--- src/rtl/tw_pkg.sv ---
package tw_pkg;
   typedef struct packed {
      logic       spare7;
      logic       spare6;
      logic       src_ext;
      logic       edge_fall;
      logic       own_wdt;
      logic [2:0] rate;
   } opt_t;
endpackage

--- src/rtl/tw_edge.sv ---
module tw_edge #(
   parameter int SYNC_STAGES = 2
) (
   input  logic clk,
   input  logic rst_n,
   input  logic pin,
   input  logic fall_sel,
   output logic edge_o
);
   logic [SYNC_STAGES-1:0] sh;
   logic                   prev;

   always_ff @(posedge clk) begin
      if (!rst_n) sh[0] <= 1'b0;
      else        sh[0] <= pin;
   end

   for (genvar i = 1; i < SYNC_STAGES; i++) begin : g_sync
      always_ff @(posedge clk) begin
         if (!rst_n) sh[i] <= 1'b0;
         else        sh[i] <= sh[i-1];
      end
   end

   always_ff @(posedge clk) begin
      if (!rst_n) prev <= 1'b0;
      else        prev <= sh[SYNC_STAGES-1];
   end

   assign edge_o = fall_sel ? (prev & ~sh[SYNC_STAGES-1])
                            : (~prev & sh[SYNC_STAGES-1]);
endmodule

--- src/rtl/tw_prescaler.sv ---
module tw_prescaler #(
   parameter int PW = 8
) (
   input  logic       clk,
   input  logic       rst_n,
   input  logic       inc,
   input  logic       clr,
   input  logic [3:0] tap,
   output logic       tick_o
);
   logic [PW-1:0] cnt;
   logic [PW-1:0] mask;

   for (genvar i = 0; i < PW; i++) begin : g_mask
      assign mask[i] = (int'(tap) > i);
   end

   always_ff @(posedge clk) begin
      if (!rst_n)   cnt <= '0;
      else if (clr) cnt <= '0;
      else if (inc) cnt <= cnt + 1'b1;
   end

   // tap = 0 passes every event; tap = n emits once per 2^n events
   assign tick_o = inc & ((cnt & mask) == mask);
endmodule

--- src/rtl/tw_timer.sv ---
module tw_timer #(
   parameter int TW = 8
) (
   input  logic          clk,
   input  logic          rst_n,
   input  logic          inc,
   input  logic          we,
   input  logic [TW-1:0] wdata,
   output logic [TW-1:0] q,
   output logic          ovf
);
   always_ff @(posedge clk) begin
      if (!rst_n) begin
         q   <= '0;
         ovf <= 1'b0;
      end else if (we) begin
         q   <= wdata;
         ovf <= 1'b0;
      end else begin
         ovf <= inc & (q == '1);
         if (inc) q <= q + 1'b1;
      end
   end
endmodule

--- src/rtl/tw_wdt.sv ---
module tw_wdt #(
   parameter int WDT_BASE = 18000
) (
   input  logic clk,
   input  logic rst_n,
   input  logic tick,
   input  logic clr,
   output logic done_o
);
   localparam int CW = (WDT_BASE > 1) ? $clog2(WDT_BASE) : 1;
   localparam logic [CW-1:0] LAST = CW'(WDT_BASE - 1);

   logic [CW-1:0] cnt;

   always_ff @(posedge clk) begin
      if (!rst_n)    cnt <= '0;
      else if (clr)  cnt <= '0;
      else if (tick) cnt <= (cnt == LAST) ? '0 : cnt + 1'b1;
   end

   assign done_o = tick & (cnt == LAST);
endmodule

--- src/rtl/tmr_wdt_presc.sv ---
module tmr_wdt_presc
   import tw_pkg::*;
#(
   parameter int TW          = 8,
   parameter int PW          = 8,
   parameter int WDT_BASE    = 18000,
   parameter int SYNC_STAGES = 2
) (
   input  logic          clk,
   input  logic          rst_n,
   input  logic          icyc_en,
   input  logic          ext_pin,
   input  logic          wdt_tick,
   input  logic          opt_we,
   input  logic [7:0]    opt_wdata,
   input  logic          tmr_we,
   input  logic [TW-1:0] tmr_wdata,
   input  logic          clrwdt,
   input  logic          sleep_cmd,
   input  logic          asleep,
   output logic [7:0]    opt_q,
   output logic [TW-1:0] tmr_q,
   output logic          tmr_ovf,
   output logic          wdt_reset,
   output logic          wdt_wake,
   output logic          to_n
);
   if (PW < 8) begin : g_bad_pw
      $error("PW must cover the largest timer ratio of 2^8");
   end
   if (TW < 1) begin : g_bad_tw
      $error("TW must be at least 1");
   end
   if (WDT_BASE < 1) begin : g_bad_base
      $error("WDT_BASE must be at least 1");
   end
   if (SYNC_STAGES < 2) begin : g_bad_sync
      $error("SYNC_STAGES must be at least 2");
   end

   opt_t opt_r;
   logic ext_edge, tmr_src, wd_clr, base_done;
   logic pre_in, pre_clr, pre_tick, tmr_inc, wd_post, to_now, to_q;
   logic [3:0] tap;

   always_ff @(posedge clk) begin
      if (!rst_n)      opt_r <= '1;
      else if (opt_we) opt_r <= opt_t'(opt_wdata);
   end
   assign opt_q = opt_r;

   tw_edge #(.SYNC_STAGES(SYNC_STAGES)) u_edge (
      .clk(clk), .rst_n(rst_n), .pin(ext_pin),
      .fall_sel(opt_r.edge_fall), .edge_o(ext_edge)
   );

   assign tmr_src = opt_r.src_ext ? ext_edge : icyc_en;
   assign wd_clr  = clrwdt | sleep_cmd;

   tw_wdt #(.WDT_BASE(WDT_BASE)) u_wdt (
      .clk(clk), .rst_n(rst_n), .tick(wdt_tick), .clr(wd_clr), .done_o(base_done)
   );

   // owner selection: timer table is one step above the watchdog table
   assign pre_in  = opt_r.own_wdt ? base_done : tmr_src;
   assign pre_clr = opt_r.own_wdt ? wd_clr    : tmr_we;
   assign tap     = opt_r.own_wdt ? {1'b0, opt_r.rate} : ({1'b0, opt_r.rate} + 4'd1);

   tw_prescaler #(.PW(PW)) u_pre (
      .clk(clk), .rst_n(rst_n), .inc(pre_in), .clr(pre_clr),
      .tap(tap), .tick_o(pre_tick)
   );

   assign tmr_inc = opt_r.own_wdt ? tmr_src  : pre_tick;
   assign wd_post = opt_r.own_wdt ? pre_tick : base_done;
   assign to_now  = wd_post & ~wd_clr;

   tw_timer #(.TW(TW)) u_tmr (
      .clk(clk), .rst_n(rst_n), .inc(tmr_inc), .we(tmr_we),
      .wdata(tmr_wdata), .q(tmr_q), .ovf(tmr_ovf)
   );

   always_ff @(posedge clk) begin
      if (!rst_n) begin
         to_q <= 1'b0;
         to_n <= 1'b1;
      end else begin
         to_q <= to_now;
         if (wd_clr)      to_n <= 1'b1;
         else if (to_now) to_n <= 1'b0;
      end
   end

   assign wdt_reset = to_q & ~asleep;
   assign wdt_wake  = to_q & asleep;
endmodule

--- config.mk ---
export PLATFORM = sky130hd
export DESIGN_NAME = tmr_wdt_presc
export DESIGN_NICKNAME = d
export VERILOG_FILES = /design/src/rtl/tw_pkg.sv /design/src/rtl/tw_edge.sv /design/src/rtl/tw_prescaler.sv /design/src/rtl/tw_timer.sv /design/src/rtl/tw_wdt.sv /design/src/rtl/tmr_wdt_presc.sv
export SDC_FILE = /design/constraint.sdc
export NUM_CORES = 1
export LEC_CHECK = 0
export BUFFER_PORTS_ARGS = -buffer_cell sky130_fd_sc_hd__buf_2
export CORE_ASPECT_RATIO = 1.5
export CORE_MARGIN = 2
export CORE_UTILIZATION = 48
export CTS_BUF_LIST = sky130_fd_sc_hd__clkbuf_2 sky130_fd_sc_hd__clkbuf_4 sky130_fd_sc_hd__clkbuf_8
export CTS_CLUSTER_DIAMETER = 200
export DETAILED_ROUTE_END_ITERATION = 8
export PLACE_DENSITY = 0.69
export SLEW_MARGIN = 20
export SYNTH_ARGS = -nofsm -noshare
export SYNTH_HDL_FRONTEND = slang
export SYNTH_SLANG_ARGS = --single-unit
--- constraint.sdc ---
create_clock -name clk -period 4.9 [get_ports clk]
set_clock_uncertainty 0.05 [all_clocks]
set_input_delay 0.98 -clock clk [delete_from_list [all_inputs] [get_ports clk]]
set_output_delay 0.98 -clock clk [all_outputs]
set_load 0.05 [all_outputs]
* After elaboration in Yosys (flattened, before gate mapping)
Cells that the tools add are included.
** Storage, ports and cells
- Register bits :: 45
- Output and inout port bits :: 20
- Logic and storage cells :: 59
** Operators by class
- $add $sub $neg :: 4
- Order comparisons :: 8
- Eq/ne operators :: 3
- Multiplexer cells :: 10
- Bitwise gates (word level) :: 15
- Reduce and logical (&&, ||, !) cells :: 4
** Operator list (count)
- adder 8 x 1 -> 8 bit, second input constant :: 2
- greater-than comparator 4 x 3 -> 1 bit, second input constant :: 4
- two-way mux 8 bit :: 2
- adder 15 x 1 -> 15 bit, second input constant :: 1
- equality test 15 bit, second input constant :: 1
- two-way mux 15 bit :: 1
- AND 1 bit :: 8
- AND 8 bit :: 1
- equality test 8 bit :: 1
- equality test 8 bit, second input constant :: 1
- greater-than comparator 4 x 1 -> 1 bit, second input constant :: 2
- greater-than comparator 4 x 2 -> 1 bit, second input constant :: 2
- two-way mux 1 bit :: 6
- OR reduction 2 bit :: 3
- inverter 1 bit :: 5
- adder 3 x 1 -> 4 bit, second input constant :: 1
- two-way mux 4 bit :: 1
- nonzero test 2 bit :: 1
- bitwise OR 1 bit :: 1

* Depth between registers and ports, before layout
Gate-level depths: netlist of the first run.
- Depth after elaboration :: 9
- Gate-level depth with buffers :: 8
- Mapped depth without buffers :: 7

* By module
Synthesis of the first run repeated with hierarchy kept, for this count alone.
** Second synthesis, totals
- Cell total of the unflattened synthesis :: 243
- Area, all modules :: 2227.1 um^2
** Modules (own cells, without submodules)
- tw_wdt :: instances 1, cells an instance 80, area each 726.9 um^2, seq. area each 300.3 um^2
- tmr_wdt_presc :: instances 1, cells an instance 50, area each 493.0 um^2, seq. area each 200.2 um^2
- tw_timer :: instances 1, cells an instance 53, area each 478.0 um^2, seq. area each 180.2 um^2
- tw_prescaler :: instances 1, cells an instance 51, area each 427.9 um^2, seq. area each 160.2 um^2
- tw_edge :: instances 1, cells an instance 9, area each 101.3 um^2, seq. area each 60.1 um^2

* Least setup slack after synthesis of the first run
Ideal clock, no wire load.
- Path type :: input to output
- Start point :: input asleep
- End point :: output wdt_reset
- Arrival time :: 1.669 ns
- Data required time :: 3.870 ns
- Path slack :: 2.201 ns
- Stages :: 1
- Path buffers :: 0
- Path through :: nor2b_1
** Between the ends
- Cells in the longest elaborated chain, start to end :: 2
** Ends and longest elaborated chain
- from (decl) :: RTL line tmr_wdt_presc.sv:20 : input logic asleep,
- inverter 1 bit :: RTL line tmr_wdt_presc.sv:94 : assign wdt_reset = to_q & ~asleep;
- AND 1 bit :: RTL line tmr_wdt_presc.sv:94
- to (decl) :: RTL line tmr_wdt_presc.sv:24 : output logic wdt_reset,
No other way between the ends.

* Final worst setup path of the first run
- Start point :: register opt_r, in the netlist opt_q[1]
- End point :: register u_tmr.q[3]
** Between the ends
- Cells in the longest elaborated chain, start to end :: 8
- Elaborated cells on any way between the ends :: 15
- Classes of those cells :: 1 x add/sub; 8 x order compare; 1 x eq/ne; 2 x mux; 2 x bitwise; 1 x reduce/logical
** Ends and longest elaborated chain
- from (decl) :: RTL line tmr_wdt_presc.sv:41 : opt_t opt_r;
- from (signal assigned) :: RTL line tmr_wdt_presc.sv:48 : else if (opt_we) opt_r <= opt_t'(opt_wdata);
- adder 3 x 1 -> 4 bit :: RTL line tmr_wdt_presc.sv:67 : assign tap = opt_r.own_wdt ? {1'b0, opt_r.rate} : ({1'b0, opt_r.rate} + 4'd1);
- two-way mux 4 bit * :: RTL line tmr_wdt_presc.sv:67
- greater-than comparator 4 x 1 -> 1 bit, or another cell as far along :: RTL line tw_prescaler.sv:15 : assign mask[i] = (int'(tap) > i);
- AND 8 bit :: RTL line tw_prescaler.sv:25 : assign tick_o = inc & ((cnt & mask) == mask);
- equality test 8 bit * :: RTL line tw_prescaler.sv:25
- AND 1 bit * :: RTL line tw_prescaler.sv:25
- two-way mux 1 bit * :: RTL line tmr_wdt_presc.sv:74 : assign tmr_inc = opt_r.own_wdt ? tmr_src : pre_tick;
- nonzero test 2 bit (no source line) *
- to (signal assigned) :: RTL line tw_timer.sv:17 : q <= wdata;
- to (signal assigned) :: RTL line tw_timer.sv:21 : if (inc) q <= q + 1'b1;
- to (decl) :: RTL line tw_timer.sv:9 : output logic [TW-1:0] q,
Mark *: on every way between the ends. The rest lies on a longest branch, timed or not.
A chain may end at the register's enable or synchronous reset.

==> results.sh, run 1 <==
export IMPL_fp_dieW_um=60.0
export IMPL_crit_path_max_fanout=10
export IMPL_drc=0
export IMPL_synth_edff_count=0
export IMPL_async_reset_ff_share_pct=0
export IMPL_final_period_utilization_pct=51.1
export IMPL_ir_drop_mv=0.177
export IMPL_fin_nets=336
export IMPL_cts_tree="built"
export IMPL_die_area_sq_mm=0.00529
export IMPL_cts_resized=0
export IMPL_ys_seq_elements=45
export IMPL_crit_path_top_delay_cell="dfxtp_1"
export IMPL_first_iter_violations=92
export IMPL_cts_buffers_inserted=5
export IMPL_cp_data_required_time_ns=5.04
export IMPL_initial_core_util_pct=49.8
export IMPL_grt_pass1_vias=1752
export IMPL_cts_root_buf="clkbuf_8"
export IMPL_hp_class="flop to flop"
export IMPL_grt_max_degree=28
export IMPL_multi_input_area_sq_mm=0.00126
export IMPL_synthDistinctLibCells=45
export IMPL_fin_tns_setup_ns=0
export IMPL_port_buffers=45
export IMPL_viasPerCell=5.31
export IMPL_synth_top_area_share_pct=39.8
export IMPL_synthToLayoutAreaGrowth_pct=14.5
export IMPL_fillers=421
export IMPL_crit_chain="ha_1, inv_1, o21ai_0, a222oi_1, o31a_1, nand2_1, a211oi_1"
export IMPL_pin_count=46
export IMPL_drv_slew=0
export IMPL_syn_nets=295
export IMPL_post_cts_repair_setup_buffers=0
export IMPL_synth_warnings=0
export IMPL_critPathArrivalTime_ns=2.65
export IMPL_timing_rr_start="opt_q[1]"
export IMPL_synth_top_cells_by_area="dfxtp_1 40%, nor2_1 5.5%, xor2_1 4.6%, mux2i_1 4.0%, nand2_1 3.7%"
export IMPL_synthFlopType="dfxtp_1"
export IMPL_path_delay_family="compound AO/OA/AOI/OAI gates"
export IMPL_grt_use_total_pct=19.0
export IMPL_stdcell_count=371
export IMPL_postSynthCellCount=265
export IMPL_die_h_um=88.1
export IMPL_gp_congestion=0.805
export IMPL_cpPeakStageDelay_ns=0.49
export IMPL_grt_pass1_wl_um=7800
export IMPL_hold_violations=0
export IMPL_maxCapViolations=0
export IMPL_drt_total_wl_um=4630
export IMPL_wire_per_inst_um=12.5
export IMPL_p_sw_w=0.000195
export IMPL_rsz0062_at_grt="no"
export IMPL_synth_area_leader_cell="dfxtp_1"
export IMPL_p_clk_share_pct=31.1
export IMPL_seq_power_share_pct=54.7
export IMPL_drt_pass1_iterations=4
export IMPL_worstMarginPinSlew_ns=0.515
export IMPL_slew_headroom_pct=65.6
export IMPL_clk_path_buf_depth=2
export IMPL_synth_area_sq_mm=0.00226
export IMPL_setup_viol=0
export IMPL_antenna_cells=0
export IMPL_hpwl_um=3350
export IMPL_outcome="finished, final reports clean"
export IMPL_hp_start="u_edge.sh[0]"
export IMPL_p_per_area_mw_per_mm2=273
export IMPL_fmax_mhz=399
export IMPL_avgSynthCellArea_sq_um=8.53
export IMPL_antenna_left=0
export IMPL_yosysSeqAreaShare_pct=39.8
export IMPL_startpoint="opt_q[1]"
export IMPL_core_rowCount=30
export IMPL_p_int_w=0.000512
export IMPL_drive_above_1_share_pct=17.9
export IMPL_place_ws_ns=2.43
export IMPL_vias=1971
export IMPL_gr_total_overflow=0
export IMPL_combPwrFrac_pct=14.2
export IMPL_fp_coreArea_sq_mm=0.00454
export IMPL_cts_hold_buf=0
export IMPL_h_tree_depth=2
export IMPL_ff_latch_area_sq_um=901
export IMPL_critPathKind="flop to flop"
export IMPL_clk_latency_ns=0.29
export IMPL_worstSetupStartpointType="flop"
export IMPL_period_minus_slack_ns=2.51
export IMPL_p_sw_share_pct=27.6
export IMPL_clkTransAtPathRegs_ns=0.08
export IMPL_worst_slack_ns=2.39
export IMPL_p_leak_nw=1.05
export IMPL_crit_buf_inv=1
export IMPL_clock_sinks=45
export IMPL_antenna_found_initial=0
export IMPL_crit_path_end_kind="flop"
export IMPL_dp_cells=363
-- sequential cells by signal, summed over array words and instances (netlist names) --
register and flops:
u_wdt.cnt 15, u_tmr.q 8, u_edge.prev 1, u_pre.cnt 8, to_q 1, to_n 1
u_tmr.ovf 1, u_edge.sh 2, opt_q 8
-- power groups by stage --
stage	registers [W]	logic (W)	clock network, W
detailed placement	0.000395	0.000100	0
finish	0.000387	0.000100	0.000220
global placement	0.000395	0.0000996	0
floorplan	0.000418	0.0000521	0
global route	0.000389	0.000109	0.000249
CTS	0.000387	0.000101	0.000231
-- synthesized netlist by cell type, drive strengths merged, types with 8 or more instances --
cell type   n
and2        8
a21oi       8
dfxtp      45
nand3      11
o21ai      13
and3        8
mux2i      10
nor2       33
inv        10
nand4      10
nand2      22
xor2       12
-- final timing paths --
check,end,slack (ns),depth (start not counted)
min reg2reg,u_edge.sh[1],0.39,1
min,u_edge.sh[1],0.39,1
max,u_tmr.q[3],2.39,7
max reg2reg,u_tmr.q[3],2.39,7
-- per-stage QoR --
stage	util [%]	cell area [sq um]	total power, W	hold WS, ns
2_1_floorplan	-	2260	0.000470	0.362
3_3_place_gp	55.1	2500	0.000495	0.375
3_5_place_dp	55.1	2500	0.000496	0.373
4_1_cts	57.0	2590	0.000718	0.393
5_1_grt	57.0	2590	0.000747	0.413
6_report	57.0	2590	0.000707	0.387
-- cells by family after synthesis --
logic type / after synthesis / synth area share [%]
AO/OA/AOI/OAI: 47 / 13.8
XOR/XNOR: 19 / 7.36
adder cells (fa/ha/maj): 4 / 2.21
buffers and inverters: 21 / 4.48
flip-flops: 45 / 39.8
multiplexers: 10 / 4.98
AND/OR/NAND/NOR: 119 / 27.3
-- cell type report --
cell class                 count  share of cell area (%)
sequential                    45                    34.8
clock inverter                 2                   0.387
inverter                      10                    1.45
timing repair buffer          45                    8.70
multi-input combinational    199                    48.6
clock buffer                   6                    2.95
tap                           64                    3.09
-- layout by cell type, fill, tap and decap left out, types with 2 or more instances in the layout --
cell      synthesis  layout
nor2_1           33      33
o31ai_1           2       2
buf_2             0      45
o211ai_1          2       2
nand3_1          11      11
a31oi_1           3       3
nand2b_1          3       3
inv_1            10      10
or3b_1            2       2
a21oi_1           8       8
and4_1            5       5
xnor2_1           7       7
and3_1            8       8
xor2_1           12      12
a31o_1            2       2
or3_1             2       2
nor3b_1           3       3
or2_1             2       2
and2_1            8       8
clkbuf_8          0       5
mux2i_1           9       9
clkinv_2          0       2
nand4_1          10      10
dfxtp_1          45      45
nor3_1            3       3
nor2b_1           3       3
ha_1              4       4
o21ai_0          13      13
a211oi_1          7       7
nand2_1          22      22
-- layer usage --
metal  track usage (%)  up-vias  part of all wire, %
li1                  -     1023                    -
met1              24.1      908                   46
met2              30.8       34                   50
met3              4.28        6                  2.8
met4              7.68        0                  1.5
met5                 0        -                    0
(Power assumes the default switching activity.)
==> run 2, diff against run 1 <==
--- a/config.mk
+++ b/config.mk
@@ -5,6 +5,7 @@
 export SDC_FILE = /design/constraint.sdc
 export NUM_CORES = 1
 export LEC_CHECK = 0
+export ABC_AREA = 1
 export BUFFER_PORTS_ARGS = -buffer_cell sky130_fd_sc_hd__buf_2
 export CORE_ASPECT_RATIO = 1.5
 export CORE_MARGIN = 2
@@ -12,7 +13,7 @@
 export CTS_BUF_LIST = sky130_fd_sc_hd__clkbuf_2 sky130_fd_sc_hd__clkbuf_4 sky130_fd_sc_hd__clkbuf_8
 export CTS_CLUSTER_DIAMETER = 200
 export DETAILED_ROUTE_END_ITERATION = 8
-export PLACE_DENSITY = 0.69
+export PLACE_DENSITY = 0.72
 export SLEW_MARGIN = 20
 export SYNTH_ARGS = -nofsm -noshare
 export SYNTH_HDL_FRONTEND = slang
==> constraint.sdc (replaced) <==
create_clock -name clk -period 2.2 [get_ports clk]
set_clock_uncertainty 0.05 [all_clocks]
set_input_delay 0.44 -clock clk [delete_from_list [all_inputs] [get_ports clk]]
set_output_delay 0.44 -clock clk [all_outputs]
set_load 0.05 [all_outputs]
==> run 2 against run 1 <==
  * Sequential share of layout area fell by 1.6 points
  * Sequential cell count unchanged
  * Register-to-register slack got worse by 2.0 ns
  * Sequential power increased by 120%
  * Routed wire length is 7.2% higher
==> results.sh, run 2 <==
export IMPL_synthFlopType="dfxtp_1"
export IMPL_synth_edff_count=0
export IMPL_vias=2197
export IMPL_outcome="finished, final reports clean"
export IMPL_layout_commonest_cell="nand2_1"
export IMPL_grt_use_total_pct=20.6
export IMPL_gp_congestion=0.840
export IMPL_maxCapViolations=0
export IMPL_grt_pass1_vias=2045
export IMPL_worstMarginPinSlew_ns=0.376
export IMPL_syn_nets=359
export IMPL_cpMostUsedCell="nand2_1"
export IMPL_antenna_left=0
export IMPL_clkTransAtPathRegs_ns=0.08
export IMPL_antenna_cells=0
export IMPL_synth_xor_area_share_pct=1.53
export IMPL_cts_buffers_inserted=5
export IMPL_h_tree_depth=2
export IMPL_period_minus_slack_ns=1.81
export IMPL_drt_pass1_iterations=4
export IMPL_synth_top_area_share_pct=39.4
export IMPL_hp_class="primary input to flop"
export IMPL_critPathKind="flop to flop"
export IMPL_largest_reg_flops=15
export IMPL_pin_count=46
export IMPL_synthToLayoutAreaGrowth_pct=18.6
export IMPL_crit_path_top_delay_cell="dfxtp_1"
export IMPL_synth_warnings=0
export IMPL_worstSetupStartpointType="flop"
export IMPL_hold_violations=0
export IMPL_synth_mux_area_share_pct=0.437
export IMPL_crit_buf_inv=0
export IMPL_layout_common_cells="74 x nand2_1, 45 x buf_2, 45 x dfxtp_1"
export IMPL_grtUsageMet2_pct=37.4
export IMPL_cts_resized=0
export IMPL_die_h_um=88.6
export IMPL_cts_hold_buf=0
export IMPL_crit_chain="ha_1, nand2_1, nand2_1, nand2_1, o21ai_1, a21oi_2, nand3_2, nand2_2, nand2_4, nand2_8, nand2_1, nand2_1, nor2_1"
export IMPL_ys_seq_elements=45
export IMPL_clk_latency_ns=0.30
export IMPL_grt_pass1_wl_um=8400
export IMPL_synthDistinctLibCells=34
export IMPL_wire_per_inst_um=11.2
export IMPL_ir_drop_mv=0.374
export IMPL_fp_dieW_um=60.4
export IMPL_synth_common_cells="74 x nand2_1, 45 x dfxtp_1, 37 x inv_1, 36 x nor2_1, 31 x nand3_1"
export IMPL_postSynthCellCount=329
export IMPL_synth_most_common_cell="nand2_1"
export IMPL_synth_top_family_by_area="simple AND/OR/NAND/NOR gates"
export IMPL_crit_path_end_kind="flop"
export IMPL_setup_viol=0
export IMPL_rsz0062_at_grt="no"
export IMPL_synth_adder_area_share_pct=2.19
export IMPL_final_period_utilization_pct=82.4
export IMPL_yosysSeqAreaShare_pct=39.4
export IMPL_cts_tree="built"
export IMPL_grt_busiest_layer="met2"
export IMPL_post_cts_repair_setup_buffers=0
export IMPL_hpwl_um=3840
export IMPL_top_register="u_wdt.cnt"
export IMPL_fin_tns_setup_ns=0
export IMPL_cts_root_buf="clkbuf_8"
export IMPL_fmax_mhz=552
export IMPL_gr_total_overflow=0
export IMPL_p_leak_nw=1.21
export IMPL_synth_simple_area_share_pct=33.2
export IMPL_drc=0
export IMPL_synth_area_leader_cell="dfxtp_1"
export IMPL_cpPeakStageDelay_ns=0.43
export IMPL_clk_path_buf_depth=2
export IMPL_async_reset_ff_share_pct=0
export IMPL_synth_top_cells_by_area="dfxtp_1 39%, nand2_1 12%, nand3_1 6.8%, inv_1 6.1%, nor2_1 5.9%"
export IMPL_synth_area_sq_mm=0.00229
export IMPL_use_met1_pct=21.6
export IMPL_drt_total_wl_um=4960
export IMPL_crit_path_max_fanout=10
export IMPL_clock_sinks=45
export IMPL_synth_compound_area_share_pct=15.1
export IMPL_critPathArrivalTime_ns=1.97
export IMPL_avgSynthCellArea_sq_um=6.96
export IMPL_grt_use_met3_pct=4.53
export IMPL_power_w=0.00181
export IMPL_drive_above_1_share_pct=22.4
export IMPL_fin_nets=409
export IMPL_drv_slew=0
export IMPL_fp_coreArea_sq_mm=0.00454
export IMPL_antenna_found_initial=0
export IMPL_port_buffers=45
export IMPL_viasPerCell=4.95
export IMPL_cp_data_required_time_ns=2.35
export IMPL_path_delay_family="simple AND/OR/NAND/NOR gates"
export IMPL_grt_max_degree=15
export IMPL_die_area_sq_mm=0.00535
export IMPL_first_iter_violations=93
export IMPL_slew_headroom_pct=74.9
export IMPL_p_per_area_mw_per_mm2=668
export IMPL_initial_core_util_pct=50.4
export IMPL_core_rowCount=30
## run 2: cell count changes after synthesis, sizes merged, moves of 5 or more
cell,before,now
mux2i,10,1
nand4,10,2
and3,8,1
xor2,12,2
a21oi,8,30
and4,5,0
nand3,11,33
xnor2,7,2
and2,8,0
nand2,22,84
o21ai,13,24
inv,10,39
nor2,33,39
a211oi,7,2
## run 2: worst min-delay path: stages
cell     delay [ns]
buf_2          0.07
nand2_1        0.04
inv_1          0.04
## run 2: final timing paths
check          startpoint      endpoint  slack (ns)  cells past startpoint
min               ext_pin  u_edge.sh[0]        0.27                      3
min reg2reg  u_edge.sh[0]  u_edge.sh[1]        0.38                      2
max              opt_q[0]    u_tmr.q[1]        0.39                     13
max reg2reg      opt_q[0]    u_tmr.q[1]        0.39                     13
## run 2: cell type report
class	count	area, sq um
fill	449	1830
multi-input combinational	237	1200
sequential	45	901
timing repair buffer	50	263
inverter	40	150
clock buffer	6	82.6
tap	64	80.1
clock inverter	2	37.5
## run 2: stage by stage
step	instances	setup slack, ns	util, %	area (sq um)	hold slack [ns]
floorplan	329	0.179	-	2290	0.340
global placement	436	0.422	57.1	2590	0.356
detailed placement	436	0.380	57.1	2590	0.362
CTS	444	0.359	59.8	2720	0.266
global route	444	0.143	59.8	2720	0.282
finish	444	0.388	59.8	2720	0.266
## run 2: layer usage
metal  vias up  wire length, um
li1       1161                -
met1       991             2140
met2        39             2550
met3         6              173
met4         0              100
met5         -                0
## run 2: report_power, final
group          switching [W]  internal, W  total [W]
registers          0.0000244     0.000839   0.000864
logic               0.000200    0.0000912   0.000291
clock network       0.000289     0.000369   0.000659
## run 2: kinds of logic (layout without fill, tap and decap cells)
kind of cell             count (synthesis)  in the layout
AO/OA/AOI/OAI                           60             60
flip-flops                              45             45
buffers and inverters                   47             98
AND/OR/NAND/NOR                        168            168
XOR/XNOR                                 4              4
multiplexers                             1              1
adder cells (fa/ha/maj)                  4              4
==> run 3, diff against run 2 <==
--- a/config.mk
+++ b/config.mk
@@ -13,7 +13,7 @@
 export CTS_BUF_LIST = sky130_fd_sc_hd__clkbuf_2 sky130_fd_sc_hd__clkbuf_4 sky130_fd_sc_hd__clkbuf_8
 export CTS_CLUSTER_DIAMETER = 200
 export DETAILED_ROUTE_END_ITERATION = 8
-export PLACE_DENSITY = 0.72
+export PLACE_DENSITY = 0.69
 export SLEW_MARGIN = 20
 export SYNTH_ARGS = -nofsm -noshare
 export SYNTH_HDL_FRONTEND = slang
==> constraint.sdc (replaced) <==
create_clock -name clk -period 1.85 [get_ports clk]
set_clock_uncertainty 0.05 [all_clocks]
set_input_delay 0.37 -clock clk [delete_from_list [all_inputs] [get_ports clk]]
set_output_delay 0.37 -clock clk [all_outputs]
set_load 0.05 [all_outputs]
==> run 3 against run 2 <==
  * Via count is 5.4% higher
  * Worst setup slack lost 0.30 ns
  * Core utilization is 2.9 points higher
  * Routed wire length up 5.6%
  * Cell count increased by 2.9%
  * Maximum frequency rose by 2.9%
  * Non-clock buffer count grew 12
  * Clock power fell by 11%
  * First-iteration DRC count shrank 44%
  * Global-route usage is 1.3 points higher
  * Clock-buffer cell count unchanged
==> results.sh, run 3 (same netlist as run 2, synthesis figures left out) <==
export IMPL_outcome="finished, final reports clean"
export IMPL_port_buffers=45
export IMPL_fp_dieW_um=60.4
export IMPL_p_leak_nw=1.27
export IMPL_viasPerCell=5.07
export IMPL_drt_pass1_iterations=4
export IMPL_pin_count=46
export IMPL_critPathArrivalTime_ns=1.94
export IMPL_cts_hold_buf=0
export IMPL_first_iter_violations=52
export IMPL_path_delay_family="simple AND/OR/NAND/NOR gates"
export IMPL_hold_violations=0
export IMPL_p_clk_share_pct=29.4
export IMPL_final_period_utilization_pct=95.2
export IMPL_top_register="u_wdt.cnt"
export IMPL_grt_pass1_vias=2192
export IMPL_fillers=466
export IMPL_rsz0062_at_grt="yes"
export IMPL_p_int_w=0.00140
export IMPL_hp_class="primary input to flop"
export IMPL_utilization_pct=62.6
export IMPL_vias=2315
export IMPL_p_per_area_mw_per_mm2=701
export IMPL_combPwrFrac_pct=18.9
export IMPL_period_minus_slack_ns=1.76
export IMPL_worstMarginPinSlew_ns=0.352
export IMPL_top_layer_used="met4"
export IMPL_cts_tree="built"
export IMPL_clkTransAtPathRegs_ns=0.08
export IMPL_grt_use_total_pct=21.9
export IMPL_grt_max_degree=14
export IMPL_gp_congestion=0.885
export IMPL_ff2ff_setup_slack_ns=0.09
export IMPL_slew_headroom_pct=76.5
export IMPL_power_w=0.00199
export IMPL_maxCapViolations=0
export IMPL_hold_ws_ns=0.201
export IMPL_wl_met2_um=2940
export IMPL_die_area_sq_mm=0.00535
export IMPL_gr_total_overflow=0
export IMPL_drt_total_wl_um=5240
export IMPL_crit_chain="ha_1, nand2_1, nand2_2, nand2_1, o21ai_1, a21oi_2, nand3_2, nand2_4, nand2_8, nand2_4, nand2_2, a21oi_2"
export IMPL_crit_buf_inv=0
export IMPL_antenna_cells=0
export IMPL_p_sw_share_pct=29.6
export IMPL_fmax_mhz=568
export IMPL_startpoint="opt_q[0]"
export IMPL_hpwl_um=4070
export IMPL_crit_path_end_kind="flop"
export IMPL_h_tree_depth=2
export IMPL_critPathKind="flop to flop"
export IMPL_clk_path_buf_depth=2
export IMPL_core_rowCount=30
export IMPL_path_depth=12
export IMPL_grt_pass1_wl_um=8900
export IMPL_layout_commonest_cell="nand2_1"
export IMPL_r2r_cells=12
export IMPL_fin_nets=422
export IMPL_layout_common_cells="73 x nand2_1, 45 x buf_2, 38 x dfxtp_1"
export IMPL_cpPeakStageDelay_ns=0.36
export IMPL_synthToLayoutAreaGrowth_pct=24.3
export IMPL_crit_path_max_fanout=9
export IMPL_wire_per_inst_um=11.5
export IMPL_initial_core_util_pct=50.4
export IMPL_routed_wl_met3_um=155
export IMPL_cts_root_buf="clkbuf_8"
export IMPL_die_h_um=88.6
export IMPL_worstSetupStartpointType="flop"
export IMPL_timing_rr_start="opt_q[0]"
export IMPL_m1WireLength_um=2020
export IMPL_ir_drop_mv=0.432
export IMPL_setup_viol=0
export IMPL_drc=0
export IMPL_antenna_left=0
export IMPL_clk_latency_ns=0.30
export IMPL_r2r_end="u_tmr.q[6]"
export IMPL_seq_power_share_pct=51.7
export IMPL_fin_tns_setup_ns=0
export IMPL_antenna_found_initial=0
export IMPL_fp_coreArea_sq_mm=0.00454
export IMPL_drv_slew=0
export IMPL_crit_path_top_delay_cell="dfxtp_4"
export IMPL_crit_end="u_tmr.q[6]"
export IMPL_cts_buffers_inserted=5
export IMPL_cp_data_required_time_ns=2.03
export IMPL_largest_reg_flops=15
export IMPL_p_sw_w=0.000590
export IMPL_drive_above_1_share_pct=28.5
export IMPL_clock_sinks=45
-- run 3: per-stage QoR --
step | setup WS [ns] | instances | instance area [sq um]
2_1_floorplan | 0.0485 | 329 | 2290
3_3_place_gp | 0.121 | 442 | 2650
3_5_place_dp | 0.0831 | 442 | 2650
4_1_cts | 0.0722 | 450 | 2730
5_1_grt | -0.0326 | 457 | 2850
6_report | 0.0893 | 457 | 2850
-- run 3: timing repair --
action	CTS	global route
setup buffers	0	6
endpoints found under the setup margin	0	14
gates resized for setup	0	17
-- run 3: cell type report --
type	count	area [sq um]	share of cell area [%]
clock inverter	2	10.0	0.352
timing repair buffer	62	357	12.5
inverter	40	153	5.36
sequential	45	912	32.1
clock buffer	6	76.3	2.68
tap	64	80.1	2.81
multi-input combinational	238	1260	44.2
-- run 3: tightest hold or removal path, stage by stage --
cell and delay, ns:
buf_2 0.07, nand2_1 0.04, inv_1 0.04
-- run 3: worst min-delay path by stage --
| stage | start | endpoint | slack [ns] | cells past startpoint |
|---|---|---|---|---|
| 2_1_floorplan | u_edge.sh[0] | u_edge.sh[1] | 0.34 | 2 |
| 3_3_place_gp | u_edge.sh[0] | u_edge.sh[1] | 0.36 | 2 |
| 3_5_place_dp | u_edge.sh[0] | u_edge.sh[1] | 0.36 | 2 |
| 4_1_cts | ext_pin | u_edge.sh[0] | 0.20 | 3 |
| 5_1_grt | ext_pin | u_edge.sh[0] | 0.21 | 3 |
| 6_report | ext_pin | u_edge.sh[0] | 0.20 | 3 |
-- run 3: metal layers --
metal / GRT usage, % / vias up
met4: 10.9 / 0
met3: 3.95 / 11
met2: 41.9 / 43
met1: 21.5 / 1070
li1: - / 1191
met5: 0 / -
-- run 3: power by group through the flow --
stage	clock network [W]	registers, W	logic [W]
2_1_floorplan	0	0.00113	0.000175
4_1_cts	0.000607	0.00103	0.000355
3_3_place_gp	0	0.00105	0.000349
3_5_place_dp	0	0.00105	0.000354
5_1_grt	0.000656	0.00104	0.000412
6_report	0.000587	0.00103	0.000377
